## src/rtl/fetch_seq.sv

```systemverilog
module fetch_seq #(
  parameter int AW = 13,
  parameter int DW = 16,
  parameter logic [AW-1:0] RESET_VEC = '0,
  parameter int STEP = 1
) (
  input  logic          clk,
  input  logic          rst_n,
  input  logic          next_fetch,
  input  logic [AW-1:0] branch_off,
  output logic [AW-1:0] imem_addr,
  output logic          imem_rd,
  input  logic [DW-1:0] imem_data,
  output logic [DW-1:0] instr_word,
  output logic          instr_valid
);

  localparam logic [AW-1:0] STEP_V = AW'(STEP);

  typedef enum logic [2:0] {
    S_IDLE, S_CALC, S_DRIVE, S_SETTLE, S_READ, S_LATCH, S_DONE
  } phase_t;

  phase_t          phase;
  logic [AW-1:0]   pc;
  logic [AW-1:0]   step;
  logic            first;

  wire [AW-1:0] pc_next = (pc + step) | branch_off;

  assign imem_rd     = (phase == S_READ) || (phase == S_LATCH);
  assign instr_valid = (phase == S_DONE);

  always_ff @(posedge clk or negedge rst_n) begin
    if (!rst_n) begin
      phase      <= S_CALC;
      pc         <= RESET_VEC;
      step       <= '0;
      first      <= 1'b1;
      imem_addr  <= RESET_VEC;
      instr_word <= '0;
    end else begin
      unique case (phase)
        S_IDLE:   if (next_fetch) phase <= S_CALC;
        S_CALC: begin
          pc    <= first ? RESET_VEC : pc_next;
          first <= 1'b0;
          phase <= S_DRIVE;
        end
        S_DRIVE: begin
          imem_addr <= pc;
          phase     <= S_SETTLE;
        end
        S_SETTLE: phase <= S_READ;
        S_READ:   phase <= S_LATCH;
        S_LATCH: begin
          instr_word <= imem_data;
          step       <= STEP_V;
          phase      <= S_DONE;
        end
        S_DONE:   phase <= S_IDLE;
        default:  phase <= S_IDLE;
      endcase
    end
  end

endmodule

```

## config.mk

```make
export PLATFORM = sky130hd
export DESIGN_NAME = fetch_seq
export DESIGN_NICKNAME = d
export VERILOG_FILES = /design/src/rtl/fetch_seq.sv
export SDC_FILE = /design/constraint.sdc
export NUM_CORES = 1
export LEC_CHECK = 0
export CAP_MARGIN = 10
export CORE_MARGIN = 4
export CORE_UTILIZATION = 46
export CTS_CLUSTER_SIZE = 28
export DETAILED_ROUTE_END_ITERATION = 10
export GPL_ROUTABILITY_DRIVEN = 1
export GPL_TIMING_DRIVEN = 0
export PLACE_DENSITY = 0.79
export SYNTH_ARGS = -nofsm -noshare
export SYNTH_HDL_FRONTEND = slang
export SYNTH_SLANG_ARGS = --single-unit
```

## constraint.sdc

```tcl
create_clock -name clk -period 1.9 [get_ports clk]
set_clock_uncertainty 0.1 [all_clocks]
set_input_delay 0.38 -clock clk [delete_from_list [all_inputs] [get_ports clk]]
set_output_delay 0.38 -clock clk [all_outputs]
set_load 0.05 [all_outputs]
```

Word level (Yosys, flattened, before mapping)

Cells that the tools add are included.

Register bits: 47
Bits in latches: 0
Bits in writable memories: 0
Bits in read-only memories: 0
Input port bits: 32
Output and inout port bits: 31
Word-level logic and storage cells: 20
Memories: 0

$add $sub $neg: 1
$mul: 0
Divide/modulo/power cells: 0
Order comparisons: 0
Equality and inequality tests: 7
Shift operators: 0
Mux-type cells: 3
Bitwise logic cells: 1
Reduce and logical (&&, ||, !) cells: 2

Operator list:

| operator                                      | count |
|---|---|
| case mux 3 bit (6 select lines)               | 1 |
| adder 13 x 1 -> 13 bit                        | 1 |
| 2-to-1 mux 13 bit                             | 1 |
| bitwise OR 13 bit                             | 1 |
| == test 3 bit, second input constant          | 3 |
| == test 3 x 2 -> 1 bit, second input constant | 2 |
| == test 3 x 1 -> 1 bit, second input constant | 1 |
| zero test 3 bit                               | 1 |
| 2-to-1 mux 3 bit                              | 1 |
| inequality test 2 bit, second input constant  | 1 |
| logical OR 1 bit                              | 1 |

Depth between registers and ports, before layout

Gate-level depths: netlist (run 1).

Word-level depth: 3
Mapped depth: 6
Gate-level depth less buffers: 6

Least setup slack after synthesis (run 1)

No wires, ideal clock.

Kind: register -> output
Start point: register phase[1]
End point: output instr_valid
Arrival time: 1.591 ns
Required time: 1.420 ns
Setup slack: -0.171 ns
Cell stages (with the launch flop): 3
Path buffers: 0
Cell sequence: dfrtp_1 -> inv_2 -> nor3_1

Cells in the longest elaborated chain, start to end: 1

RTL lines:

| item                   | RTL line | text |
|---|---|---|
| from (decl)            | 24       | `phase_t phase;` |
| from (signal assigned) | 36       | `phase <= S_CALC;` |
| from (signal assigned) | 44       | `S_IDLE: if (next_fetch) phase <= S_CALC;` |
| from (signal assigned) | 48       | `phase <= S_DRIVE;` |
| == test 3 bit          | 32       | `assign instr_valid = (phase == S_DONE);` |
| to (decl)              | 15       | `output logic instr_valid` |

No other way between the ends.

Worst setup path after layout (run 1)

Start point: register phase[2]
End point: output imem_rd

Cells in the longest elaborated chain, start to end: 2
Elaborated cells on any way between the ends: 3
Those cells by class: eq/ne: 2; reduce/logical: 1

RTL lines:

| item                 | RTL line | text |
|---|---|---|
| == test 3 bit        | 31       | `assign imem_rd = (phase == S_READ) \|\| (phase == S_LATCH);` |
| logical OR 1 bit (*) | 31       |  |
| to (decl)            | 12       | `output logic imem_rd,` |

Mark *: on every way between the ends. The rest lies on a longest branch, timed or not.

==> results of run 1 <==
[layout by cell type (no fill, tap or decap), drive strengths merged, types with 2 or more instances in the layout]
cell,count
a21oi,7
a2bb2oi,2
a31oi,4
buf,9
clkbuf,8
clkdlybuf4s50,30
dfrtp,45
dfstp,2
dlygate4sd2,29
ha,2
inv,9
mux2,29
nand2,5
nand3,6
nand4,2
nor2,10
nor3,9
nor4,2
o21a,8
o21ai,5
o21bai,3
o22a,4
o31ai,2
[cell usage after synthesis, types with 2 or more instances]
cell type | n | area [µm²]
mux2_2 | 29 | 326.6
inv_2 | 2 | 7.510
nor4_1 | 2 | 12.51
nand3_1 | 5 | 25.02
dfstp_2 | 2 | 52.55
nand4_1 | 2 | 12.51
o31ai_1 | 2 | 15.01
buf_6 | 3 | 33.78
a21oi_1 | 7 | 35.03
o21ai_0 | 5 | 25.02
inv_1 | 7 | 26.28
a2bb2oi_1 | 2 | 17.52
ha_1 | 2 | 25.02
o21a_1 | 8 | 60.06
nor3_1 | 8 | 40.04
o21bai_1 | 3 | 22.52
nand2_1 | 5 | 18.77
buf_2 | 3 | 15.01
nor2_1 | 10 | 37.54
o22a_1 | 4 | 35.03
dfrtp_1 | 45 | 1126
a31oi_1 | 4 | 25.02
[worst min path at each step]
stage	start	slack, ps	end	depth (start not counted)
6_report	rst_n	390	instr_word[15]	2
5_1_grt	rst_n	410	instr_word[15]	2
4_1_cts	rst_n	390	instr_word[15]	2
2_1_floorplan	rst_n	-20	imem_addr[0]	0
3_3_place_gp	step[0]	360	step[0]	1
3_5_place_dp	rst_n	180	instr_word[15]	1
[logic make-up (layout without fill, tap and decap cells)]
kind of cell    Yosys count  after routing  synth area share [%]
flops                    47             47                 56.82
compound gates           38             38                 12.48
simple gates             38             38                 9.591
mux                      29             29                 15.74
buf+inv                  16             89                 4.162
fa+ha+maj                 2              2                 1.206
[power breakdown]
group          leakage (µW)  internal, µW  switching [µW]
logic              0.000631          1000            1870
registers          0.000492          1440             276
clock network     0.0000412           258             333
[final cells by class]
class	count	area share, %
sequential	47	41.41
multi-input combinational	107	28.68
timing repair buffer	65	21.61
clock buffer	6	2.547
tap	52	2.284
buffer	7	1.845
inverter	9	1.186
clock inverter	2	0.4392
[metal layers]
metal  GRT usage (%)  vias to the layer above  wire [µm]
met5               0                        -          0
met4           5.437                        0         68
met3           4.806                        6        173
met2           27.18                       37       2347
met1           22.18                      767       2008
li1                -                      757          -
[flip-flops by register name, summed over array words and instances, names as in the netlist]
name,count
instr_word,16
imem_addr,13
phase,3
step,1
first,1
pc,13
[worst max-delay path: stages (launching register included)]
cell and delay (ps):
dfrtp_2 450, inv_2 90, nor2_1 100, clkdlybuf4s15_2 380
[per-stage QoR]
| step | setup slack (ps) | util (%) | std cells |
|---|---|---|---|
| 6_report | 110.3 | 65.43 | 295 |
| 4_1_cts | 16.40 | 65.29 | 295 |
| 2_1_floorplan | 233.3 | - | 170 |
| 5_1_grt | 1.514 | 65.43 | 295 |
| 3_5_place_dp | -93.63 | 63.85 | 285 |
| 3_3_place_gp | -975.8 | 63.51 | 284 |
[timing repair]
action	in CTS	in global routing
gates resized for setup	37	3
endpoints found under the setup margin	32	3
pin swaps	1	0
setup buffers	1	0
endpoints found under the hold margin	11	0
hold buffers	1	0
==> impl_metrics.ini, run 1 <==
[cts]
cts_tree = built
cts_root_buf = clkbuf_8
clock_sinks = 47
clockBufferDepth = 2
clock_latency_ps = 300
htreeDepth = 2
clk_pin_slew_ps = 90
cts_made_buffers = 5

[floorplanning]
io-pin-count = 63
die_width_um = 75.16
die_h_um = 75.16
dieArea_mm2 = 0.005648
fp-row-count = 24
initial_utilization_pct = 47.64
core_area_mm2 = 0.004354

[global_route]
antenna_found_initial = 0
grt_max_degree = 37
grt-ovfl-total = 0
grt_pass1_vias = 1533
grt_usage_pct = 16.91
grt_pass1_wl_mm = 7.224

[worst_setup_path]
cp_max_fo = 6
cp-end-kind = primary output
r2r_start = pc[0]
crit_end = imem_rd
start_kind = flip-flop
arrival_ps = 1310
reg2regPathDepth = 7
r2r_end = pc[10]
worstSetupStartpoint = phase[2]
reg2reg_setup_slack_ps = 140
crit_required_ps = 1420
critical_path_class = flip-flop to primary output

[finish]
final_area_mm2 = 0.002849
multi_input_area_um2 = 817.0
area_growth_syn_to_layout_pct = 37.33
fin_nets = 276
regArea_mm2 = 0.001180
drive_gt1_share_pct = 23.46
diodes = 0
nFillCells = 345

[route]
routed_wl_mm = 4.598
first_iter_violations = 101
vias = 1567
drc = 0
drt-wirelength-per-cell_um = 15.59
dr.pass1.iters = 4
drtAntennaViolNets = 0
viasPerCell = 5.312

[placement]
dpl_cell_area_mm2 = 0.002780
gp_congestion = 0.8189
dp_hpwl_mm = 3.180
io_buffers = 62

[sta]
layout_min_cycle_time_ps = 1790
hold_violations = 0
max_slew_margin_pct = 64.46
grt_setup_unrepaired = no
finalSetupTns_ps = 0
worst-slew-pin-transition_ps = 535.3
maxSlewViolCount = 0
min_period_over_period_pct = 94.19
fmax_mhz = 558.8
whs_ps = 387.4
setup_viol = 0

[status]
status = complete, no violations

[synthesis]
ys_dominant_reg_cell = dfrtp_1
async_flop_share_pct = 100.0
yosys_warnings = 0
syn_area_per_cell_um2 = 12.20
netlist_instances = 170
synth-seq-area-share_pct = 56.82
ys_seq_elements = 47
synth_edf_count = 0
synth_area_mm2 = 0.002074
yosys.cell_types.count = 32
synth_fp_nets = 204

[run]
drv_cap = 0

[pwr]
peakVddDrop_mv = 0.9348
p_total_uw = 5185
p_leak_uw = 0.001165
powerDensity_mw_per_mm2 = 1820

[hold_path]
hold_path_class = input pin to asynchronous set/reset pin
No activity file was read; power rests on OpenSTA's default activity.
==> inputs of run 2 (changes only) <==
--- a/config.mk
+++ b/config.mk
@@ -7,12 +7,12 @@
 export LEC_CHECK = 0
 export CAP_MARGIN = 10
 export CORE_MARGIN = 4
-export CORE_UTILIZATION = 46
+export CORE_UTILIZATION = 42
 export CTS_CLUSTER_SIZE = 28
 export DETAILED_ROUTE_END_ITERATION = 10
 export GPL_ROUTABILITY_DRIVEN = 1
 export GPL_TIMING_DRIVEN = 0
-export PLACE_DENSITY = 0.79
+export PLACE_DENSITY = 0.76
 export SYNTH_ARGS = -nofsm -noshare
 export SYNTH_HDL_FRONTEND = slang
 export SYNTH_SLANG_ARGS = --single-unit
==> constraint.sdc (replaced) <==
create_clock -name clk -period 1.5 [get_ports clk]
set_clock_uncertainty 0.1 [all_clocks]
set_input_delay 0.3 -clock clk [delete_from_list [all_inputs] [get_ports clk]]
set_output_delay 0.3 -clock clk [all_outputs]
set_load 0.05 [all_outputs]
==> run 2 against run 1 <==
  * The run now ends with setup timing left
  * Hold slack worse by 27 ps
  * Clock power up 22%
  * Global-route usage about the same
  * Critical path depth up 4
  * Sequential power up 34%
  * Setup slack worse by 320 ps
  * Non-clock buffer count up 20
  * Die area up 8.5%
==> impl_metrics.ini, run 2 (same netlist as run 1, synthesis figures left out) <==
[finish]
fin_nets = 296
drive_gt1_share_pct = 47.53
top_register = instr_word
final_cells = 330
layout_commonest_cell = dfrtp_1
area_growth_syn_to_layout_pct = 59.35
nFillCells = 342
largest_reg_flops = 16
reg_top3 = instr_word x16, imem_addr x13, pc x13
diodes = 0
layout_common_cells = dfrtp_1 (43), clkdlybuf4s50_1 (30), clkdlybuf4s15_2 (29)

[pwr]
p_total_uw = 7757
p_leak_uw = 0.001361
switching_share_pct = 46.49
p_comb_share_pct = 61.1
powerDensity_mw_per_mm2 = 2346
peakVddDrop_mv = 1.112
power_frac_seq_pct = 29.7
cellInternalPower_uw = 4151
switchingPower_uw = 3606
power.share.clock_pct = 9.3

[worst_setup_path]
reg2reg_setup_slack_ps = -210
crit_end = pc[10]
cp_max_fo = 5
crit_required_ps = 1640
start_kind = flip-flop
cp-end-kind = flip-flop
r2r_end = pc[10]
arrival_ps = 1840
reg2regPathDepth = 7
r2r_start = pc[0]
critical_path_class = flip-flop to flip-flop
worstSetupStartpoint = pc[0]

[global_route]
grt-ovfl-total = 0
antenna_found_initial = 0
grt_usage_pct = 16.95
grt_pass1_vias = 1669
grt_max_degree = 33
grt_pass1_wl_mm = 8.155

[cts]
clock_sinks = 47
clock_latency_ps = 290
cts_root_buf = clkbuf_8
cts_made_buffers = 5
clockBufferDepth = 2
htreeDepth = 2
clk_pin_slew_ps = 80
cts_tree = built

[floorplanning]
core_area_mm2 = 0.004755
initial_utilization_pct = 43.63
die_h_um = 78.28
dieArea_mm2 = 0.006128
fp-row-count = 25
die_width_um = 78.28
io-pin-count = 63

[sta]
worst_slack_ps = -207.1
fmax_mhz = 585.8
whs_ps = 360.1
layout_min_cycle_time_ps = 1707
finalSetupTns_ps = -1200
worst-slew-pin-transition_ps = 372.2
max_slew_margin_pct = 75.19
grt_setup_unrepaired = yes
hold_violations = 0
min_period_over_period_pct = 113.8
setup_viol = 22
maxSlewViolCount = 0

[placement]
place_ws_ps = -415.3
placedCellCount = 300
gp_congestion = 0.7789
io_buffers = 62
dp_hpwl_mm = 3.466

[route]
drt-wirelength-per-cell_um = 16.68
viasPerCell = 5.297
drc = 0
vias = 1748
routed_wl_mm = 5.504
first_iter_violations = 92
drtAntennaViolNets = 0
dr.pass1.iters = 4

[status]
violations = setup timing
status = complete, but fails checks

[run]
drv_cap = 0

[hold_path]
hold_path_class = input pin to asynchronous set/reset pin
[run 2: cell count changes in the layout (fill, tap and decap cells not counted), sizes merged]
| cell | change |
|---|---|
| clkdlybuf4s15 | +28 |
| inv | -1 |
| buf | +22 |
| clkbuf | +1 |
| dlygate4sd2 | -29 |
| clkinvlp | -1 |
[run 2: worst min-delay path by stage]
stage,startpoint,endpoint
detailed placement,rst_n,instr_word[3]
global route,rst_n,instr_word[3]
CTS,rst_n,instr_word[3]
global placement,step[0],step[0]
finish,rst_n,instr_word[3]
floorplan,rst_n,imem_addr[0]
[run 2: repair_timing]
action                                 4_1_cts  5_1_grt
setup endpoints to repair                   69       36
pin swaps                                    7       10
buffers inserted                            10       11
endpoints found under the hold margin       15        0
hold buffers                                 1        0
gates resized for setup                    112       40
gates cloned                                 0        2
[run 2: power by group through the flow]
stage	Combinational (µW)	Sequential [µW]	Clock, µW
after global routing	5010	2390	803
final	4740	2300	721
after floorplan	1470	3440	0
after CTS	4080	2250	754
after detailed placement	3930	2220	0
after global placement	3860	2190	0
[run 2: layout make-up]
type,count,area [µm²],area share (%)
multi-input combinational,107,1003,30.36
sequential,47,1181,35.73
timing repair buffer,87,865.8,26.19
clock buffer,8,80.08,2.422
buffer,5,50.05,1.514
inverter,9,41.29,1.249
tap,67,83.83,2.536
[run 2: worst max-delay path, stage by stage, from the launching register on]
cell     delay, ps
dfrtp_1        410
ha_4           170
ha_4           120
nand4_1        210
buf_4          220
nor3_1         160
o21a_1         150
o21a_1         110
[run 2: routing by layer]
metal  wire length (µm)  share of wire, %  vias to the layer above  GRT usage [%]
met5                  0                 0                        -              0
met4                131               2.4                        0          5.420
met3                193               3.5                       12          3.440
met2               2982                54                       63          27.91
met1               2196                40                      875          22.50
li1                   -                 -                      798              -
[run 2: through the flow]
stage	area [µm²]	utilization, %
2_1_floorplan	2100	-
6_report	3306	69.53
5_1_grt	3306	69.53
3_3_place_gp	2804	58.97
4_1_cts	3058	64.32
3_5_place_dp	2819	59.29
